$ cat src/rtl/hdlc_tx_pkg.sv
package hdlc_tx_pkg;

    localparam int BYTE_W        = 8;
    localparam int CRC_W         = 32;
    localparam int FCS_MAX_BYTES = CRC_W / BYTE_W;
    localparam int FCS_IDX_W     = $clog2(FCS_MAX_BYTES + 1);

    localparam logic [BYTE_W-1:0] FLAG_OCTET  = 8'h7E;
    localparam logic [BYTE_W-1:0] ABORT_OCTET = 8'hFF;

    typedef enum logic [1:0] {
        U_FLAG  = 2'd0,
        U_DATA  = 2'd1,
        U_FCS   = 2'd2,
        U_ABORT = 2'd3
    } unit_kind_e;

    typedef enum logic [1:0] {
        FCS_CCITT  = 2'd0,
        FCS_CRC16  = 2'd1,
        FCS_CRC32  = 2'd2,
        FCS_CRC32B = 2'd3
    } fcs_sel_e;

    typedef struct packed {
        unit_kind_e        kind;
        logic [BYTE_W-1:0] data;
    } tx_unit_t;

    typedef struct packed {
        logic [CRC_W-1:0]     poly;
        logic [CRC_W-1:0]     preset;
        logic [CRC_W-1:0]     xorout;
        logic [FCS_IDX_W-1:0] nbytes;
    } crc_cfg_t;

    // Reflected (right-shifting) polynomial forms; 16-bit types live in the low half.
    function automatic crc_cfg_t crc_cfg(fcs_sel_e s);
        crc_cfg_t c;
        case (s)
            FCS_CCITT: c = '{poly: 32'h0000_8408, preset: 32'h0000_FFFF,
                             xorout: 32'h0000_FFFF, nbytes: FCS_IDX_W'(2)};
            FCS_CRC16: c = '{poly: 32'h0000_A001, preset: 32'h0000_0000,
                             xorout: 32'h0000_0000, nbytes: FCS_IDX_W'(2)};
            default:   c = '{poly: 32'hEDB8_8320, preset: 32'hFFFF_FFFF,
                             xorout: 32'hFFFF_FFFF, nbytes: FCS_IDX_W'(4)};
        endcase
        return c;
    endfunction

    function automatic logic [CRC_W-1:0] crc_byte(logic [CRC_W-1:0] crc_in,
                                                  logic [BYTE_W-1:0] d,
                                                  logic [CRC_W-1:0] poly);
        logic [CRC_W-1:0] c;
        logic fb;
        c = crc_in;
        for (int i = 0; i < BYTE_W; i++) begin
            fb = c[0] ^ d[i];
            c  = c >> 1;
            if (fb) c = c ^ poly;
        end
        return c;
    endfunction

    function automatic logic is_stuffable(unit_kind_e k);
        return (k == U_DATA) || (k == U_FCS);
    endfunction

endpackage

$ cat src/rtl/hdlc_bit_serializer.sv
module hdlc_bit_serializer
    import hdlc_tx_pkg::*;
#(
    parameter int ONES_LIMIT = 5
) (
    input  logic       clk,
    input  logic       rst,
    input  logic       bit_en,
    input  tx_unit_t   next_unit,
    output unit_kind_e cur_kind,
    output logic       unit_done,
    output logic       tx_bit
);
    localparam int ONES_W = $clog2(ONES_LIMIT + 1);
    localparam int IDX_W  = $clog2(BYTE_W);
    localparam logic [IDX_W-1:0]  LAST_IDX  = IDX_W'(BYTE_W - 1);
    localparam logic [ONES_W-1:0] ONES_STOP = ONES_W'(ONES_LIMIT);

    logic [BYTE_W-1:0] shreg;
    logic [IDX_W-1:0]  bit_idx;
    logic [ONES_W-1:0] ones_run;
    unit_kind_e        kind_q;
    logic              stuff_now;

    assign stuff_now = (ones_run == ONES_STOP);
    assign unit_done = bit_en && !stuff_now && (bit_idx == LAST_IDX);
    assign cur_kind  = kind_q;

    always_ff @(posedge clk) begin
        if (rst) begin
            shreg    <= FLAG_OCTET;
            kind_q   <= U_FLAG;
            bit_idx  <= '0;
            ones_run <= '0;
            tx_bit   <= 1'b1;
        end else if (bit_en) begin
            if (stuff_now) begin
                tx_bit   <= 1'b0;
                ones_run <= '0;
            end else begin
                tx_bit <= shreg[0];
                if (is_stuffable(kind_q) && shreg[0])
                    ones_run <= ones_run + 1'b1;
                else
                    ones_run <= '0;
                if (bit_idx == LAST_IDX) begin
                    shreg   <= next_unit.data;
                    kind_q  <= next_unit.kind;
                    bit_idx <= '0;
                end else begin
                    shreg   <= {1'b0, shreg[BYTE_W-1:1]};
                    bit_idx <= bit_idx + 1'b1;
                end
            end
        end
    end
endmodule

$ cat src/rtl/hdlc_fcs_gen.sv
module hdlc_fcs_gen
    import hdlc_tx_pkg::*;
(
    input  logic              clk,
    input  logic              rst,
    input  logic              frame_start,
    input  logic              byte_take,
    input  logic [BYTE_W-1:0] byte_in,
    input  fcs_sel_e          sel_now,
    input  fcs_sel_e          sel_frame,
    output logic [CRC_W-1:0]  fcs_value
);
    logic [CRC_W-1:0] crc_q;
    crc_cfg_t         cfg_now;
    crc_cfg_t         cfg_frame;

    assign cfg_now   = crc_cfg(sel_now);
    assign cfg_frame = crc_cfg(sel_frame);
    assign fcs_value = crc_q ^ cfg_frame.xorout;

    always_ff @(posedge clk) begin
        if (rst)
            crc_q <= '0;
        else if (frame_start)
            crc_q <= crc_byte(cfg_now.preset, byte_in, cfg_now.poly);
        else if (byte_take)
            crc_q <= crc_byte(crc_q, byte_in, cfg_frame.poly);
    end
endmodule

$ cat src/rtl/hdlc_frame_ctrl.sv
module hdlc_frame_ctrl
    import hdlc_tx_pkg::*;
(
    input  logic              clk,
    input  logic              rst,
    input  logic              unit_done,
    input  unit_kind_e        cur_kind,
    input  logic              fifo_valid,
    input  logic [BYTE_W-1:0] fifo_data,
    input  logic              fifo_bop,
    input  logic              fifo_eop,
    input  fcs_sel_e          sel_now,
    input  logic [CRC_W-1:0]  fcs_value,
    output logic              fifo_pop,
    output logic              frame_start,
    output logic              byte_take,
    output fcs_sel_e          sel_frame,
    output tx_unit_t          next_unit
);
    logic                 eop_seen;
    logic [FCS_IDX_W-1:0] fcs_idx;
    logic [BYTE_W-1:0]    fcs_octet;
    crc_cfg_t             cfg_frame;

    assign cfg_frame = crc_cfg(sel_frame);
    assign fcs_octet = BYTE_W'(fcs_value >> (BYTE_W * int'(fcs_idx)));

    always_comb begin
        next_unit   = '{kind: U_FLAG, data: FLAG_OCTET};
        fifo_pop    = 1'b0;
        frame_start = 1'b0;
        byte_take   = 1'b0;
        if (unit_done) begin
            case (cur_kind)
                U_FLAG: begin
                    if (fifo_valid) begin
                        fifo_pop = 1'b1;
                        if (fifo_bop) begin
                            frame_start = 1'b1;
                            byte_take   = 1'b1;
                            next_unit   = '{kind: U_DATA, data: fifo_data};
                        end
                    end
                end
                U_DATA: begin
                    if (eop_seen) begin
                        next_unit = '{kind: U_FCS, data: fcs_octet};
                    end else if (fifo_valid) begin
                        fifo_pop  = 1'b1;
                        byte_take = 1'b1;
                        next_unit = '{kind: U_DATA, data: fifo_data};
                    end else begin
                        next_unit = '{kind: U_ABORT, data: ABORT_OCTET};
                    end
                end
                U_FCS: begin
                    if (fcs_idx < cfg_frame.nbytes)
                        next_unit = '{kind: U_FCS, data: fcs_octet};
                end
                default: ;
            endcase
        end
    end

    always_ff @(posedge clk) begin
        if (rst) begin
            eop_seen  <= 1'b0;
            fcs_idx   <= '0;
            sel_frame <= FCS_CCITT;
        end else begin
            if (frame_start) begin
                sel_frame <= sel_now;
                fcs_idx   <= '0;
            end
            if (byte_take)
                eop_seen <= fifo_eop;
            if (unit_done && next_unit.kind == U_FCS)
                fcs_idx <= fcs_idx + 1'b1;
        end
    end
endmodule

$ cat src/rtl/hdlc_tx_framer.sv
module hdlc_tx_framer
    import hdlc_tx_pkg::*;
#(
    parameter int ONES_LIMIT = 5
) (
    input  logic       clk,
    input  logic       rst,
    input  logic       bit_en,
    input  logic [1:0] fcs_sel,
    input  logic       fifo_valid,
    input  logic [7:0] fifo_data,
    input  logic       fifo_bop,
    input  logic       fifo_eop,
    output logic       fifo_pop,
    output logic       tx_bit
);
    unit_kind_e       cur_kind;
    logic             unit_done;
    tx_unit_t         next_unit;
    logic             frame_start;
    logic             byte_take;
    fcs_sel_e         sel_now;
    fcs_sel_e         sel_frame;
    logic [CRC_W-1:0] fcs_value;

    assign sel_now = fcs_sel_e'(fcs_sel);

    hdlc_bit_serializer #(.ONES_LIMIT(ONES_LIMIT)) u_ser (
        .clk       (clk),
        .rst       (rst),
        .bit_en    (bit_en),
        .next_unit (next_unit),
        .cur_kind  (cur_kind),
        .unit_done (unit_done),
        .tx_bit    (tx_bit)
    );

    hdlc_frame_ctrl u_ctrl (
        .clk         (clk),
        .rst         (rst),
        .unit_done   (unit_done),
        .cur_kind    (cur_kind),
        .fifo_valid  (fifo_valid),
        .fifo_data   (fifo_data),
        .fifo_bop    (fifo_bop),
        .fifo_eop    (fifo_eop),
        .sel_now     (sel_now),
        .fcs_value   (fcs_value),
        .fifo_pop    (fifo_pop),
        .frame_start (frame_start),
        .byte_take   (byte_take),
        .sel_frame   (sel_frame),
        .next_unit   (next_unit)
    );

    hdlc_fcs_gen u_fcs (
        .clk         (clk),
        .rst         (rst),
        .frame_start (frame_start),
        .byte_take   (byte_take),
        .byte_in     (fifo_data),
        .sel_now     (sel_now),
        .sel_frame   (sel_frame),
        .fcs_value   (fcs_value)
    );
endmodule

$ cat config.mk
export PLATFORM = sky130hd
export DESIGN_NAME = hdlc_tx_framer
export DESIGN_NICKNAME = d
export VERILOG_FILES = /design/src/rtl/hdlc_tx_pkg.sv /design/src/rtl/hdlc_bit_serializer.sv /design/src/rtl/hdlc_fcs_gen.sv /design/src/rtl/hdlc_frame_ctrl.sv /design/src/rtl/hdlc_tx_framer.sv
export SDC_FILE = /design/constraint.sdc
export NUM_CORES = 1
export LEC_CHECK = 0
export ABC_AREA = 1
export BUFFER_PORTS_ARGS = -buffer_cell sky130_fd_sc_hd__buf_2
export CORE_ASPECT_RATIO = 1.75
export CORE_MARGIN = 1
export CORE_UTILIZATION = 50
export DETAILED_ROUTE_END_ITERATION = 6
export GPL_TIMING_DRIVEN = 0
export MAX_ROUTING_LAYER = met4
export PLACE_DENSITY_LB_ADDON = 0.05
export SLEW_MARGIN = 20
export SYNTH_ARGS = -nofsm -noshare
export SYNTH_HDL_FRONTEND = slang
export SYNTH_HIERARCHICAL = 1
export SYNTH_SLANG_ARGS = --single-unit
$ cat constraint.sdc
create_clock -name clk -period 5.8 [get_ports clk]
set_clock_uncertainty 0.1 [all_clocks]
set_input_delay 1.16 -clock clk [delete_from_list [all_inputs] [get_ports clk]]
set_output_delay 1.16 -clock clk [all_outputs]
set_load 0.005 [all_outputs]
==> results.sh <==
export IMPL_outcome="finished, final reports clean"
export IMPL_post_cts_setup_buffers=0
export IMPL_io_buffers=17
export IMPL_critical_path_class="primary input to flip-flop"
export IMPL_endpoint_kind="flip-flop"
export IMPL_synth_nets=1232
export IMPL_h_tree_depth=2
export IMPL_setup_tns_ns=0
export IMPL_regToRegStartpoint="u_ctrl/sel_frame[1]"
export IMPL_tightest_slew_ns=0.997
export IMPL_met1_usage=0.318
export IMPL_peakVddDrop_uv=106
export IMPL_hold_viol=0
export IMPL_wl_per_cell_um=18.3
export IMPL_clock_fmax_mhz=224
export IMPL_worstHoldStart="u_ser/tx_bit"
export IMPL_yosysWarnings=6
export IMPL_slowest_delay_ns=0.26
export IMPL_design_area_mm2=0.00747
export IMPL_period_share=0.770
export IMPL_yosysSeqAreaShare=0.157
export IMPL_clk_latency_ns=0.31
export IMPL_die_y_um=159
export IMPL_wirelength_um=25700
export IMPL_ys_seq_elements=55
export IMPL_drive_gt1_frac=0.123
export IMPL_worst_ep_arrival_time_ns=4.53
export IMPL_area_growth_pct=6.57
export IMPL_place_hpwl_um=21200
export IMPL_die_w_um=91.5
export IMPL_worstHoldPathType="flip-flop to flip-flop"
export IMPL_synth_avg_cell_area_um2=5.83
export IMPL_use_met3=0.0454
export IMPL_p_leak_nw=3.60
export IMPL_fp_coreArea_mm2=0.0135
export IMPL_period_needed_ns=4.47
export IMPL_postCtsHoldBufs=0
export IMPL_crit_start="fifo_data[1]"
export IMPL_cts_repair_resized=0
export IMPL_grtUsageTotal=0.375
export IMPL_tritoncts="done"
export IMPL_worstSetupStartpointType="primary input"
export IMPL_slowest_stage="nand2_1"
export IMPL_crit_path_max_fanout=10
export IMPL_gp_congestion=1.09
export IMPL_num_rows=56
export IMPL_antenna_found_initial=1
export IMPL_syn_inst=1201
export IMPL_die_area_mm2=0.0145
export IMPL_ant_nets=0
export IMPL_nNetsFinal=1256
export IMPL_root_buffer="clkbuf_16"
export IMPL_grt_pass1_vias=7626
export IMPL_io_pins=18
export IMPL_rsz0062_at_grt="false"
export IMPL_top_usage_layer="met2"
export IMPL_cts_buffer_depth=2
export IMPL_dp_cells=1392
export IMPL_slew_limit_headroom=0.328
export IMPL_syn_area_mm2=0.00701
export IMPL_drc=0
export IMPL_cp_common_cell="nand2_1"
export IMPL_start_util=0.518
export IMPL_path_delay_family="simple AND/OR/NAND/NOR gates"
export IMPL_grt_overflow=0
export IMPL_grt_pass1_wl_um=40000
export IMPL_route_vias_total=7841
export IMPL_viasPerCell=5.60
export IMPL_synth_cell_type_count=46
export IMPL_grt_max_degree=18
export IMPL_slew_violations=0
export IMPL_cts_sinks=55
export IMPL_synth_area_top_cells="nand2_1, dfxtp_1, xor2_1"
export IMPL_final_cells=1401
export IMPL_critPathRequiredTime_ns=5.86
export IMPL_finalPower_w=0.00108
export IMPL_synth_top_area_cell="nand2_1"
export IMPL_maxCapViolCount=0
export IMPL_setup_violations=0
export IMPL_cp_num_buf_inv=5
export IMPL_post_dp_cell_area_mm2=0.00731
export IMPL_met2_usage=0.706
export IMPL_pwr_density_cell_mw_per_mm2=145
export IMPL_cts_made_buffers=5
export IMPL_drt_pass1_iter_count=7
export IMPL_yosys_area_top_type_share=0.177
export IMPL_clk_pin_slew_ns=0.07
export IMPL_detail_route_iter0_violations=470
synth_stat cells (all sizes together):
| library cell | number |
|---|---|
| a2111oi | 1 |
| a211oi | 1 |
| a21o | 3 |
| a21oi | 68 |
| a31oi | 10 |
| and2 | 1 |
| buf | 28 |
| clkbuf | 21 |
| clkinv | 2 |
| dfxtp | 55 |
| ha | 15 |
| inv | 139 |
| mux2 | 1 |
| nand2 | 372 |
| nand3 | 127 |
| nand3b | 5 |
| nand4 | 3 |
| nor2 | 101 |
| nor3 | 3 |
| nor4 | 1 |
| o2111ai | 3 |
| o211ai | 14 |
| o21a | 2 |
| o21ai | 121 |
| o22ai | 4 |
| o311ai | 1 |
| or2 | 15 |
| xnor2 | 18 |
| xor2 | 66 |
cell usage in the layout (no fill, tap or decap), types with 27 or more instances in the layout:
| master | n |
|---|---|
| inv_1 | 123 |
| buf_2 | 27 |
| o21ai_0 | 95 |
| dfxtp_1 | 55 |
| nand2_1 | 330 |
| xor2_1 | 66 |
| nand3_1 | 111 |
| nand2_2 | 29 |
| a21oi_1 | 64 |
| nor2_1 | 92 |
worst reg2reg max path, stage by stage (launching register included):
cell	delay, ns
dfxtp_1	0.42
clkbuf_1	0.46
clkbuf_1	0.50
buf_1	0.49
clkbuf_1	0.53
xor2_1	0.13
nor2_1	0.11
nor2_1	0.04
o21ai_1	0.17
nand2_1	0.09
nand2_1	0.09
nand2_1	0.05
nand2_1	0.07
nand3_1	0.07
o211ai_1	0.28
nand3_1	0.11
power by group:
part           internal (W)  switching (W)
logic              0.000115       0.000255
clock network      0.000173       0.000153
registers          0.000383     0.00000352
total              0.000671       0.000412
path summary, 6_finish.rpt:
kind / end / cells past startpoint / slack [ns]
worst min register to register: u_ser/tx_bit / 2 / 0.36
worst max register to register: u_ser/shreg[1] / 15 / 1.98
worst min-delay path: u_ser/tx_bit / 2 / 0.36
worst max-delay path: u_fcs/crc_q[4] / 26 / 1.33
per-stage QoR:
| stage | hold WS (ns) | util | worst slack, ns |
|---|---|---|---|
| 6_report | 0.358 | 0.552 | 1.33 |
| 5_1_grt | 0.390 | 0.552 | 1.00 |
| 2_1_floorplan | 0.335 | - | 2.17 |
| 4_1_cts | 0.363 | 0.552 | 1.45 |
| 3_3_place_gp | 0.340 | 0.540 | 1.18 |
| 3_5_place_dp | 0.345 | 0.540 | 1.15 |
cell type report:
cell class | count | area (um2)
diodes | 1 | 2.50
plain buffers | 49 | 279
well taps | 174 | 218
clock inverters | 2 | 16.3
repair buffers | 17 | 85.1
flip-flops and latches | 55 | 1100
fillers | 1491 | 6060
inverters | 141 | 534
clock buffers | 6 | 139
multi-input cells | 956 | 5090
logic make-up (layout without fill, tap and decap cells):
family | after synthesis | count (layout) | synth area share
flops | 55 | 55 | 0.157
compound gates | 228 | 228 | 0.177
other cells | 0 | 1 | 0
mux | 1 | 1 | 0.00161
xor+xnor | 84 | 84 | 0.105
simple gates | 628 | 628 | 0.416
buf+inv | 190 | 215 | 0.116
fa+ha+maj | 15 | 15 | 0.0268
flip-flops by register name, indices dropped and copies added, names as in the netlist:
register / flops
u_ctrl/eop_seen: 1
u_ctrl/fcs_idx: 3
u_ctrl/sel_frame: 2
u_fcs/crc_q: 32
u_ser/bit_idx: 3
u_ser/cur_kind: 2
u_ser/ones_run: 3
u_ser/shreg: 8
u_ser/tx_bit: 1
routing by layer:
metal	share of wire	vias up
li1	-	3921
met1	0.34	3493
met2	0.52	282
met3	0.039	145
met4	0.10	0
met5	0	-
No activity file was read; power rests on OpenSTA's default activity.
